$ cat src/rtl/cons_io_pkg.sv
package cons_io_pkg;

    localparam int PORT_W = 8;

    typedef enum logic [1:0] {
        SYS_HOME       = 2'd0,
        SYS_HANDHELD   = 2'd1,
        SYS_HH_COMPAT  = 2'd2,
        SYS_LEGACY_VID = 2'd3
    } sys_mode_e;

    localparam logic [PORT_W-1:0] PORT_FM_ADDR  = 8'hF0;
    localparam logic [PORT_W-1:0] PORT_FM_DATA  = 8'hF1;
    localparam logic [PORT_W-1:0] PORT_FM_DET   = 8'hF2;
    localparam logic [PORT_W-1:0] SERIAL_LAST   = 8'h20;
    localparam logic [PORT_W-1:0] WR_GROUP_MASK = 8'hC1;

    typedef struct packed {
        logic memctl;
        logic ioctl;
        logic psg;
        logic vdp;
        logic fm_addr;
        logic fm_data;
        logic fm_det;
        logic serial;
    } wr_sel_t;

    // Read source: device selects plus two non-device sources
    typedef struct packed {
        logic vdp;
        logic vcnt;
        logic pad;
        logic fm_det;
        logic serial;
        logic open_bus;
        logic float_hi;
    } rd_src_t;

    function automatic logic is_handheld(input sys_mode_e m);
        return (m == SYS_HANDHELD) || (m == SYS_HH_COMPAT);
    endfunction

    function automatic logic is_pad_exact(input logic [PORT_W-1:0] p);
        return (p == 8'hC0) || (p == 8'hC1) || (p == 8'hDC) || (p == 8'hDD);
    endfunction

endpackage

$ cat src/rtl/cons_io_wdec.sv
module cons_io_wdec
    import cons_io_pkg::*;
(
    input  sys_mode_e           mode,
    input  logic [PORT_W-1:0]   port,
    input  logic                wr_en,
    output wr_sel_t             sel
);
    logic [PORT_W-1:0] grp;
    assign grp = port & WR_GROUP_MASK;

    always_comb begin
        sel = '0;
        if (wr_en) begin
            unique case (mode)
                SYS_HOME: begin
                    if (port == PORT_FM_ADDR)      sel.fm_addr = 1'b1;
                    else if (port == PORT_FM_DATA) sel.fm_data = 1'b1;
                    else if (port == PORT_FM_DET)  sel.fm_det  = 1'b1;
                    else begin
                        case (grp)
                            8'h00:        sel.memctl = 1'b1;
                            8'h01:        sel.ioctl  = 1'b1;
                            8'h40, 8'h41: sel.psg    = 1'b1;
                            8'h80, 8'h81: sel.vdp    = 1'b1;
                            default:      ;
                        endcase
                    end
                end
                SYS_HANDHELD, SYS_HH_COMPAT: begin
                    if (port <= SERIAL_LAST) sel.serial = 1'b1;
                    else begin
                        case (grp)
                            8'h00:        sel.memctl = 1'b1;
                            8'h01:        sel.ioctl  = 1'b1;
                            8'h40, 8'h41: sel.psg    = 1'b1;
                            8'h80, 8'h81: sel.vdp    = 1'b1;
                            default:      ;
                        endcase
                    end
                end
                default: begin
                    case (port[7:6])
                        2'b01:   sel.psg = 1'b1;
                        2'b10:   sel.vdp = 1'b1;
                        default: ;
                    endcase
                end
            endcase
        end
    end
endmodule

$ cat src/rtl/cons_io_rdec.sv
module cons_io_rdec
    import cons_io_pkg::*;
#(
    parameter int DATA_W = 8
) (
    input  sys_mode_e           mode,
    input  logic [PORT_W-1:0]   port,
    input  logic [DATA_W-1:0]   open_bus,
    input  logic [DATA_W-1:0]   vcnt_rdata,
    input  logic [DATA_W-1:0]   vdp_rdata,
    input  logic [DATA_W-1:0]   pad_rdata,
    input  logic [DATA_W-1:0]   fmdet_rdata,
    input  logic [DATA_W-1:0]   ser_rdata,
    output rd_src_t             src,
    output logic [DATA_W-1:0]   rdata
);
    always_comb begin
        src = '0;
        unique case (mode)
            SYS_HOME: begin
                if (port == PORT_FM_DET) src.fm_det = 1'b1;
                else begin
                    unique case (port[7:6])
                        2'b00: src.open_bus = 1'b1;
                        2'b01: src.vcnt     = 1'b1;
                        2'b10: src.vdp      = 1'b1;
                        2'b11: src.pad      = 1'b1;
                    endcase
                end
            end
            SYS_HANDHELD, SYS_HH_COMPAT: begin
                if (port <= SERIAL_LAST) src.serial = 1'b1;
                else begin
                    unique case (port[7:6])
                        2'b00: src.open_bus = 1'b1;
                        2'b01: src.vcnt     = 1'b1;
                        2'b10: src.vdp      = 1'b1;
                        2'b11: begin
                            if (is_pad_exact(port)) src.pad      = 1'b1;
                            else                    src.open_bus = 1'b1;
                        end
                    endcase
                end
            end
            default: begin
                case (port[7:6])
                    2'b10:   src.vdp      = 1'b1;
                    2'b11:   src.pad      = 1'b1;
                    default: src.float_hi = 1'b1;
                endcase
            end
        endcase
    end

    always_comb begin
        rdata = '1;
        if (src.vdp)           rdata = vdp_rdata;
        else if (src.vcnt)     rdata = vcnt_rdata;
        else if (src.pad)      rdata = pad_rdata;
        else if (src.fm_det)   rdata = fmdet_rdata & pad_rdata;
        else if (src.serial)   rdata = ser_rdata;
        else if (src.open_bus) rdata = open_bus;
    end
endmodule

$ cat src/rtl/cons_io_state.sv
module cons_io_state #(
    parameter int DATA_W = 8
) (
    input  logic              clk,
    input  logic              rst,
    input  logic              memctl_we,
    input  logic [DATA_W-1:0] wr_data,
    input  logic              m1_fetch,
    input  logic [DATA_W-1:0] cpu_din,
    input  logic [DATA_W-1:0] ob_pullup,
    input  logic [DATA_W-1:0] ob_pulldown,
    output logic [DATA_W-1:0] memctl_q,
    output logic              cart_en,
    output logic              bios_en,
    output logic [DATA_W-1:0] open_bus
);
    localparam int CART_OFF_BIT = 6;
    localparam int BIOS_OFF_BIT = 3;

    logic [DATA_W-1:0] last_op_q;

    always_ff @(posedge clk) begin
        if (rst) begin
            memctl_q  <= '0;
            last_op_q <= '0;
        end else begin
            if (memctl_we) memctl_q  <= wr_data;
            if (m1_fetch)  last_op_q <= cpu_din;
        end
    end

    assign cart_en  = ~memctl_q[CART_OFF_BIT];
    assign bios_en  = ~memctl_q[BIOS_OFF_BIT];
    assign open_bus = (last_op_q | ob_pullup) & ~ob_pulldown;

    // a write of the "neither slot" code turns both slots off
    p_slot_off_r8: assert property (@(posedge clk) disable iff (rst)
        memctl_we && wr_data[CART_OFF_BIT] && wr_data[BIOS_OFF_BIT]
        |=> !cart_en && !bios_en);

    // without a write select the register holds
    p_memctl_hold_r8: assert property (@(posedge clk) disable iff (rst)
        !memctl_we |=> $stable(memctl_q));

    // latched opcode shows through when no mask bits are set
    p_ob_follow_r7: assert property (@(posedge clk) disable iff (rst)
        m1_fetch && ob_pullup == '0 && ob_pulldown == '0
        |=> ($past(ob_pullup) != ob_pullup || $past(ob_pulldown) != ob_pulldown)
            || open_bus == $past(cpu_din));
endmodule

$ cat src/rtl/cons_io_decode.sv
module cons_io_decode
    import cons_io_pkg::*;
#(
    parameter int DATA_W = 8
) (
    input  logic              clk,
    input  logic              rst,
    input  logic [1:0]        sys_mode,
    input  logic [7:0]        port_addr,
    input  logic              rd_stb,
    input  logic              wr_stb,
    input  logic [DATA_W-1:0] wr_data,
    input  logic              m1_fetch,
    input  logic [DATA_W-1:0] cpu_din,
    input  logic [DATA_W-1:0] ob_pullup,
    input  logic [DATA_W-1:0] ob_pulldown,
    input  logic [DATA_W-1:0] vcnt_rdata,
    input  logic [DATA_W-1:0] vdp_rdata,
    input  logic [DATA_W-1:0] pad_rdata,
    input  logic [DATA_W-1:0] fmdet_rdata,
    input  logic [DATA_W-1:0] ser_rdata,
    output logic [DATA_W-1:0] cpu_rdata,
    output logic              sel_memctl_wr,
    output logic              sel_ioctl_wr,
    output logic              sel_psg_wr,
    output logic              sel_vdp_wr,
    output logic              sel_fm_addr_wr,
    output logic              sel_fm_data_wr,
    output logic              sel_fmdet_wr,
    output logic              sel_ser_wr,
    output logic              sel_vdp_rd,
    output logic              sel_vcnt_rd,
    output logic              sel_pad_rd,
    output logic              sel_fmdet_rd,
    output logic              sel_ser_rd,
    output logic [DATA_W-1:0] memctl_q,
    output logic              cart_en,
    output logic              bios_en,
    output logic              vdp_hh_fmt
);
    sys_mode_e         mode;
    wr_sel_t           wsel;
    rd_src_t           rsrc;
    logic              rd_en;
    logic [DATA_W-1:0] open_bus;

    assign mode  = sys_mode_e'(sys_mode);
    assign rd_en = rd_stb & ~wr_stb;

    cons_io_wdec u_wdec (
        .mode  (mode),
        .port  (port_addr),
        .wr_en (wr_stb),
        .sel   (wsel)
    );

    cons_io_rdec #(.DATA_W(DATA_W)) u_rdec (
        .mode        (mode),
        .port        (port_addr),
        .open_bus    (open_bus),
        .vcnt_rdata  (vcnt_rdata),
        .vdp_rdata   (vdp_rdata),
        .pad_rdata   (pad_rdata),
        .fmdet_rdata (fmdet_rdata),
        .ser_rdata   (ser_rdata),
        .src         (rsrc),
        .rdata       (cpu_rdata)
    );

    cons_io_state #(.DATA_W(DATA_W)) u_state (
        .clk         (clk),
        .rst         (rst),
        .memctl_we   (wsel.memctl),
        .wr_data     (wr_data),
        .m1_fetch    (m1_fetch),
        .cpu_din     (cpu_din),
        .ob_pullup   (ob_pullup),
        .ob_pulldown (ob_pulldown),
        .memctl_q    (memctl_q),
        .cart_en     (cart_en),
        .bios_en     (bios_en),
        .open_bus    (open_bus)
    );

    assign sel_memctl_wr  = wsel.memctl;
    assign sel_ioctl_wr   = wsel.ioctl;
    assign sel_psg_wr     = wsel.psg;
    assign sel_vdp_wr     = wsel.vdp;
    assign sel_fm_addr_wr = wsel.fm_addr;
    assign sel_fm_data_wr = wsel.fm_data;
    assign sel_fmdet_wr   = wsel.fm_det;
    assign sel_ser_wr     = wsel.serial;
    assign sel_vdp_rd     = rd_en & rsrc.vdp;
    assign sel_vcnt_rd    = rd_en & rsrc.vcnt;
    assign sel_pad_rd     = rd_en & rsrc.pad;
    assign sel_fmdet_rd   = rd_en & rsrc.fm_det;
    assign sel_ser_rd     = rd_en & rsrc.serial;

    assign vdp_hh_fmt = (mode == SYS_HANDHELD);

    logic [12:0] all_sel;
    assign all_sel = {sel_memctl_wr, sel_ioctl_wr, sel_psg_wr, sel_vdp_wr,
                      sel_fm_addr_wr, sel_fm_data_wr, sel_fmdet_wr, sel_ser_wr,
                      sel_vdp_rd, sel_vcnt_rd, sel_pad_rd, sel_fmdet_rd, sel_ser_rd};

    // never two selects at once
    p_onehot_sel_r9: assert property (@(posedge clk) disable iff (rst)
        $onehot0(all_sel));

    // write selects only under the write strobe
    p_wr_needs_stb_r9: assert property (@(posedge clk) disable iff (rst)
        (|all_sel[12:5]) |-> wr_stb);

    // read selects only under a lone read strobe
    p_rd_needs_stb_r9: assert property (@(posedge clk) disable iff (rst)
        (|all_sel[4:0]) |-> rd_stb && !wr_stb);

    // legacy mode low half of the map floats high
    p_legacy_float_r6: assert property (@(posedge clk) disable iff (rst)
        sys_mode == 2'd3 && !port_addr[7] |-> cpu_rdata == '1);

    // legacy mode never loads the memory-control register
    p_legacy_no_memctl_r6: assert property (@(posedge clk) disable iff (rst)
        sys_mode == 2'd3 |-> !sel_memctl_wr);

    // serial window owns both directions in handheld modes
    p_serial_window_r4: assert property (@(posedge clk) disable iff (rst)
        (sys_mode == 2'd1 || sys_mode == 2'd2) && port_addr <= 8'h20 && wr_stb
        |-> sel_ser_wr);
endmodule

$ cat config.mk
export PLATFORM = sky130hd
export DESIGN_NAME = cons_io_decode
export DESIGN_NICKNAME = d
export VERILOG_FILES = /design/src/rtl/cons_io_pkg.sv /design/src/rtl/cons_io_wdec.sv /design/src/rtl/cons_io_rdec.sv /design/src/rtl/cons_io_state.sv /design/src/rtl/cons_io_decode.sv
export SDC_FILE = /design/constraint.sdc
export NUM_CORES = 1
export LEC_CHECK = 0
export BUFFER_PORTS_ARGS = -buffer_cell sky130_fd_sc_hd__buf_2
export CAP_MARGIN = 5
export CELL_PAD_IN_SITES_DETAIL_PLACEMENT = 1
export CELL_PAD_IN_SITES_GLOBAL_PLACEMENT = 1
export CORE_MARGIN = 5
export CORE_UTILIZATION = 29
export CTS_BUF_LIST = sky130_fd_sc_hd__clkbuf_8
export DETAILED_ROUTE_END_ITERATION = 8
export PLACE_DENSITY_LB_ADDON = 0.05
export REMOVE_ABC_BUFFERS = 1
export SLEW_MARGIN = 40
export SYNTH_ARGS = -nofsm -noshare
export SYNTH_HDL_FRONTEND = slang
export SYNTH_SLANG_ARGS = --single-unit
$ cat constraint.sdc
create_clock -name clk -period 2.9 [get_ports clk]
set_input_delay 0.58 -clock clk [delete_from_list [all_inputs] [get_ports clk]]
set_output_delay 0.58 -clock clk [all_outputs]
set_load 0.02 [all_outputs]
==> impl_metrics.env, run 1 <==
export IMPL_gr_usage_all_layers_pct=18.4
export IMPL_power_ir_vdd_worst_mv=0.222
export IMPL_fin_nets=462
export IMPL_cpPeakStageDelay_ns=0.47
export IMPL_fp_coreArea_sq_mm=0.00585
export IMPL_p_leak_nw=1.43
export IMPL_wl_met1_mm=2.83
export IMPL_cts_made_buffers=3
export IMPL_post_synth_edffs=0
export IMPL_boundaryPins=119
export IMPL_std_cell_rows=28
export IMPL_detailroute_wirelength_met3_um=523
export IMPL_postSynthAreaPerCell_sq_um=7.81
export IMPL_insertion_delay_ns=0.24
export IMPL_holdCritPathClass="register to register"
export IMPL_ys_dominant_reg_cell="sky130_fd_sc_hd__dfxtp_1"
export IMPL_clock_sink_count=16
export IMPL_cts_max_path_buffers=2
export IMPL_syn_instance_count=221
export IMPL_run_status="finished clean"
export IMPL_top_signal_layer_used="met4"
export IMPL_synth_async_sr_flop_share_pct=0
export IMPL_ys_ff_latch=16
export IMPL_grt_first_pass_wirelength_mm=11.1
export IMPL_synth_seq_area_share_pct=18.6
export IMPL_final_max_slew_violation_count=0
export IMPL_wire_per_inst_um=16.0
export IMPL_worst_slew_pin_slew_ns=0.478
export IMPL_clock_tree_from_tritoncts="yes"
export IMPL_final_core_utilization_pct=49.4
export IMPL_layout_cell_area_non_filler_sq_mm=0.00289
export IMPL_place_congestion=0.803
export IMPL_wl_met2_mm=3.65
export IMPL_detailedRoute_firstPassIterationCount=4
export IMPL_filler_cell_count=765
export IMPL_post_route_drc_count=0
export IMPL_floorplan_die_height_um=87.2
export IMPL_layout_common_cells="sky130_fd_sc_hd__buf_2, sky130_fd_sc_hd__buf_4, sky130_fd_sc_hd__nor2_1"
export IMPL_regArea_sq_um=320
export IMPL_count_of_input_and_output_buffers=118
export IMPL_multiInputGateArea_sq_mm=0.00143
export IMPL_detail_route_wirelength_mm=7.04
export IMPL_drt_first_iter_violations=52
export IMPL_n_antenna_cell=0
export IMPL_final_instance_count_excl_fill=440
export IMPL_fp_dieArea_sq_mm=0.00760
export IMPL_critPathLaunchType="input port"
export IMPL_crit_type="input port to output pin"
export IMPL_post_place_instance_area_sq_mm=0.00261
export IMPL_finClkSkew_ns=0
export IMPL_ys_warn_count=0
export IMPL_synth_cell_area_sq_mm=0.00173
export IMPL_layout_cells_most_common="sky130_fd_sc_hd__buf_2"
export IMPL_final_setup_viol_count=0
export IMPL_critical_path_endpoint_type="output pin"
export IMPL_post_route_cells_drive_above_1_share_pct=56.2
export IMPL_grt_antenna_before_repair=0
export IMPL_period_share_pct=99.8
export IMPL_pwr_density_cell_mw_per_mm2=288
export IMPL_critPathArrivalTime_ns=2.31
export IMPL_clk_pin_slew_ns=0.06
export IMPL_timing_hold_violations_final=0
export IMPL_max_cap_viol_count=0
export IMPL_cts_htree_levels=1
export IMPL_globalRouteOverflowTotal=0
export IMPL_timing_critical_path_cells="buf_8 > inv_6 > ha_4 > or4b_4 > o21a_4 > nor2b_4 > buf_12 > nor3_4 > o32ai_2 > buf_4"
export IMPL_floorplan_initialDensity_pct=29.5
export IMPL_rsz0062_at_grt="yes"
export IMPL_path_max_fanout=8
export IMPL_slew_limit_headroom_pct=67.8
export IMPL_yosys_cell_types_count=43
export IMPL_detail_route_vias_per_cell=4.99
export IMPL_hold_worst_slack_ns=0.486
export IMPL_grt_start_max_net_pins=17
export IMPL_dp_cells=434
export IMPL_ctsRootBufferMaster="sky130_fd_sc_hd__clkbuf_8"
export IMPL_timing_fmax_mhz=346
export IMPL_hpwlAfterDp_mm=5.85
export IMPL_drtAntennaViolNets=0
export IMPL_flow_area_growth_from_synthesis_pct=67.5
export IMPL_vias=2196
export IMPL_period_needed_ns=2.89
export IMPL_required_ns=2.32
export IMPL_grt_pass1_vias=2351
export IMPL_crit_path_top_delay_cell="sky130_fd_sc_hd__or4b_4"
export IMPL_chip_width_um=87.2
==> cell families after synthesis <==
| logic type | Yosys count | share of synthesized area (%) |
|---|---|---|
| compound gates | 58 | 25.9 |
| mux | 32 | 19.1 |
| fa+ha+maj | 9 | 6.52 |
| simple gates | 77 | 22.3 |
| flops | 16 | 18.6 |
| buf+inv | 29 | 7.61 |
==> cells in the mapped netlist (2+ instances only) <==
cell type	number	area (sq um)
sky130_fd_sc_hd__nor2_1	33	124
sky130_fd_sc_hd__mux2i_1	24	240
sky130_fd_sc_hd__o21ai_0	19	95.1
sky130_fd_sc_hd__inv_1	18	67.6
sky130_fd_sc_hd__nor3_1	17	85.1
sky130_fd_sc_hd__dfxtp_1	16	320
sky130_fd_sc_hd__ha_1	9	113
sky130_fd_sc_hd__mux2_2	8	90.1
sky130_fd_sc_hd__nand2_1	8	30.0
sky130_fd_sc_hd__o21ai_1	8	40.0
sky130_fd_sc_hd__o22ai_1	8	50.1
sky130_fd_sc_hd__o32ai_2	8	130
sky130_fd_sc_hd__clkbuf_1	4	15.0
sky130_fd_sc_hd__a21oi_1	3	15.0
sky130_fd_sc_hd__buf_2	3	15.0
sky130_fd_sc_hd__a211oi_1	2	15.0
sky130_fd_sc_hd__buf_6	2	22.5
sky130_fd_sc_hd__nand2b_1	2	12.5
sky130_fd_sc_hd__nand3_1	2	10.0
sky130_fd_sc_hd__nand3b_1	2	15.0
sky130_fd_sc_hd__nor2b_1	2	12.5
sky130_fd_sc_hd__nor4_1	2	12.5
==> critical path: cells and delay by family <==
family | cells | cell delay (ns)
compound gates | 2 | 0.50
fa+ha+maj | 1 | 0.12
simple gates | 3 | 0.63
buf+inv | 4 | 0.47
==> layer usage <==
metal | vias up | global-route usage [%]
li1 | 1089 | -
met1 | 1034 | 21.9
met2 | 69 | 32.7
met3 | 4 | 5.30
met4 | 0 | 3.49
met5 | - | 0
==> power by group <==
group	internal [mW]	leakage [nW]	switching, mW
clock	0.120	0.0288	0.0734
sequential	0.228	0.131	0.00398
combinational	0.203	1.27	0.204
total	0.552	1.43	0.281
==> path summary, 6_finish.rpt <==
path,start,endpoint,slack (ns),cells past startpoint
worst max register to register,u_state.last_op_q[4],u_state.last_op_q[4],2.26,2
worst min-delay path,u_state.memctl_q[4],u_state.memctl_q[4],0.49,2
worst min register to register,u_state.memctl_q[4],u_state.memctl_q[4],0.49,2
worst max-delay path,port_addr[7],cpu_rdata[5],0.006,10
==> area by class of cell <==
| class | count | area share [%] |
|---|---|---|
| Timing Repair Buffer | 151 | 31.8 |
| Inverter | 18 | 2.60 |
| Clock buffer | 4 | 1.90 |
| Multi-Input combinational cell | 176 | 49.4 |
| Sequential cell | 16 | 11.1 |
| Tap cell | 75 | 3.24 |
==> sequential cells by signal, summed over array words and instances, names as in the netlist <==
name and flops:
u_state.memctl_q 8, u_state.last_op_q 8
==> repair_timing <==
item                       4_1_cts  5_1_grt
setup buffers                    2        0
gates resized for setup         33       15
setup endpoints to repair        8        8
pin swaps                       13        5
hold buffers                     0        0
==> through the flow <==
step	setup TNS [ns]	setup slack, ns	power [mW]
finish	0	0.00615	0.833
global placement	-0.560	-0.0813	0.594
floorplan	-1.94	-0.252	0.425
CTS	0	0.00752	0.837
global route	-0.295	-0.0630	0.893
detailed placement	-1.07	-0.164	0.599
(Power assumes the default switching activity.)
==> run 2, diff against run 1 <==
==> constraint.sdc (replaced) <==
create_clock -name clk -period 2.9 [get_ports clk]
set_input_delay 0.58 -clock clk [delete_from_list [all_inputs] [get_ports clk]]
set_output_delay 0.58 -clock clk [all_outputs]
set_load 0.005 [all_outputs]
==> impl_metrics.env, run 2 (synthesized netlist as in run 1, its figures left out) <==
export IMPL_fp_coreArea_sq_mm=0.00585
export IMPL_grt_first_pass_wirelength_mm=11.5
export IMPL_chip_width_um=87.2
export IMPL_insertion_delay_ns=0.25
export IMPL_worst_hold_startpoint="u_state.memctl_q[4]"
export IMPL_max_cap_viol_count=0
export IMPL_cts_max_path_buffers=2
export IMPL_use_met1_pct=22.0
export IMPL_r2r_start="u_state.memctl_q[3]"
export IMPL_std_cell_rows=28
export IMPL_gr_usage_all_layers_pct=18.6
export IMPL_clock_tree_from_tritoncts="yes"
export IMPL_grt_antenna_before_repair=0
export IMPL_reg_largest_list="u_state.last_op_q: 8 flops, u_state.memctl_q: 8 flops"
export IMPL_reg2reg_to="u_state.memctl_q[3]"
export IMPL_clock_sink_count=16
export IMPL_holdPathEnd="u_state.memctl_q[4]"
export IMPL_ff2ff_setup_slack_ns=2.27
export IMPL_worst_slew_pin_slew_ns=0.503
export IMPL_drtAntennaViolNets=0
export IMPL_required_ns=2.32
export IMPL_holdCritPathClass="register to register"
export IMPL_crit_type="input port to output pin"
export IMPL_detail_route_vias_per_cell=5.00
export IMPL_layout_common_cells="sky130_fd_sc_hd__buf_2, sky130_fd_sc_hd__buf_4, sky130_fd_sc_hd__nor2_1"
export IMPL_post_route_drc_count=0
export IMPL_final_max_slew_violation_count=0
export IMPL_grt_start_max_net_pins=17
export IMPL_layout_cell_area_non_filler_sq_mm=0.00296
export IMPL_worstRegToRegCells=2
export IMPL_run_status="finished clean"
export IMPL_detailedRoute_firstPassIterationCount=4
export IMPL_n_antenna_cell=0
export IMPL_fraction_of_met2_tracks_used_by_global_routing_pct=35.0
export IMPL_critPathArrivalTime_ns=2.29
export IMPL_post_layout_total_power_uw=817
export IMPL_clk_pin_slew_ns=0.06
export IMPL_period_needed_ns=2.87
export IMPL_p_leak_nw=1.44
export IMPL_vias=2236
export IMPL_final_instance_count_excl_fill=447
export IMPL_slew_limit_headroom_pct=66.4
export IMPL_wire_per_inst_um=16.3
export IMPL_place_congestion=0.782
export IMPL_pwr_density_cell_mw_per_mm2=276
export IMPL_timing_hold_violations_final=0
export IMPL_flow_area_growth_from_synthesis_pct=71.4
export IMPL_met3_usage_pct=4.82
export IMPL_fp_dieArea_sq_mm=0.00760
export IMPL_critPathLaunchType="input port"
export IMPL_cts_made_buffers=3
export IMPL_globalRouteOverflowTotal=0
export IMPL_count_of_input_and_output_buffers=118
export IMPL_detail_route_wirelength_mm=7.27
export IMPL_dp_cells=436
export IMPL_drt_first_iter_violations=41
export IMPL_post_place_instance_area_sq_mm=0.00261
export IMPL_grt_pass1_vias=2420
export IMPL_floorplan_initialDensity_pct=29.5
export IMPL_finClkSkew_ns=0
export IMPL_floorplan_die_height_um=87.2
export IMPL_critical_path_endpoint_type="output pin"
export IMPL_final_setup_viol_count=0
export IMPL_hpwlAfterDp_mm=5.89
export IMPL_layout_cells_most_common="sky130_fd_sc_hd__buf_2"
export IMPL_timing_fmax_mhz=349
export IMPL_path_max_fanout=8
export IMPL_power_ir_vdd_worst_mv=0.265
export IMPL_cts_htree_levels=1
export IMPL_gr_max_usage_layer="met2"
export IMPL_boundaryPins=119
export IMPL_ctsRootBufferMaster="sky130_fd_sc_hd__clkbuf_8"
export IMPL_post_route_cells_drive_above_1_share_pct=60.8
export IMPL_fin_nets=469
export IMPL_min_delay_path_depth=2
export IMPL_period_share_pct=98.8
export IMPL_rsz0062_at_grt="yes"
-- run 2: stage by stage --
stage	hold WS [ns]	TNS, ns	utilization [%]	setup slack, ns
after floorplan	0.461	-0.122	-	-0.0153
after global placement	0.465	-0.899	44.7	-0.107
after detailed placement	0.480	-1.49	44.7	-0.180
after CTS	0.496	-0.0243	48.3	-0.0202
after global routing	0.529	-0.0804	50.6	-0.0345
final	0.487	0	50.6	0.0342
-- run 2: critical path, stage by stage --
cell                      delay, ns
sky130_fd_sc_hd__buf_8         0.11
sky130_fd_sc_hd__inv_8         0.05
sky130_fd_sc_hd__ha_4          0.13
sky130_fd_sc_hd__or4b_4        0.47
sky130_fd_sc_hd__o21a_4        0.23
sky130_fd_sc_hd__nor2b_4       0.13
sky130_fd_sc_hd__buf_12        0.14
sky130_fd_sc_hd__nor3_4        0.04
sky130_fd_sc_hd__o32ai_2       0.26
sky130_fd_sc_hd__buf_2         0.16
-- run 2: metal layers --
metal	vias to the layer above	wire length (um)
met5	-	0
met4	0	0
met3	0	496
met2	65	3770
met1	1067	3000
li1	1104	-
-- run 2: cell type report --
class / count / area [sq um]
Clock buffer: 4 / 55.1
Fill cell: 751 / 2890
Inverter: 18 / 80.1
Multi-Input combinational cell: 176 / 1460
Sequential cell: 16 / 320
Tap cell: 75 / 93.8
Timing Repair Buffer: 158 / 950
-- run 2: power breakdown --
group          internal [mW]  switching, mW
logic                  0.205          0.183
registers              0.228        0.00382
clock network          0.120         0.0762
-- run 2: repair_timing --
item                                    4_1_cts  5_1_grt
buffers inserted                              6        2
hold buffers                                  0        0
endpoints found under the setup margin       11       11
resized for setup                            25       40
pin swaps                                    13       15
-- run 2: worst max-delay path by stage --
stage | startpoint | endpoint | slack, ns | depth (start not counted)
after floorplan | sys_mode[0] | cpu_rdata[0] | -0.02 | 7
after global placement | port_addr[6] | cpu_rdata[5] | -0.11 | 9
after detailed placement | port_addr[6] | cpu_rdata[3] | -0.18 | 9
after CTS | port_addr[7] | cpu_rdata[5] | -0.02 | 10
after global routing | port_addr[6] | cpu_rdata[3] | -0.03 | 10
final | port_addr[6] | cpu_rdata[3] | 0.03 | 10
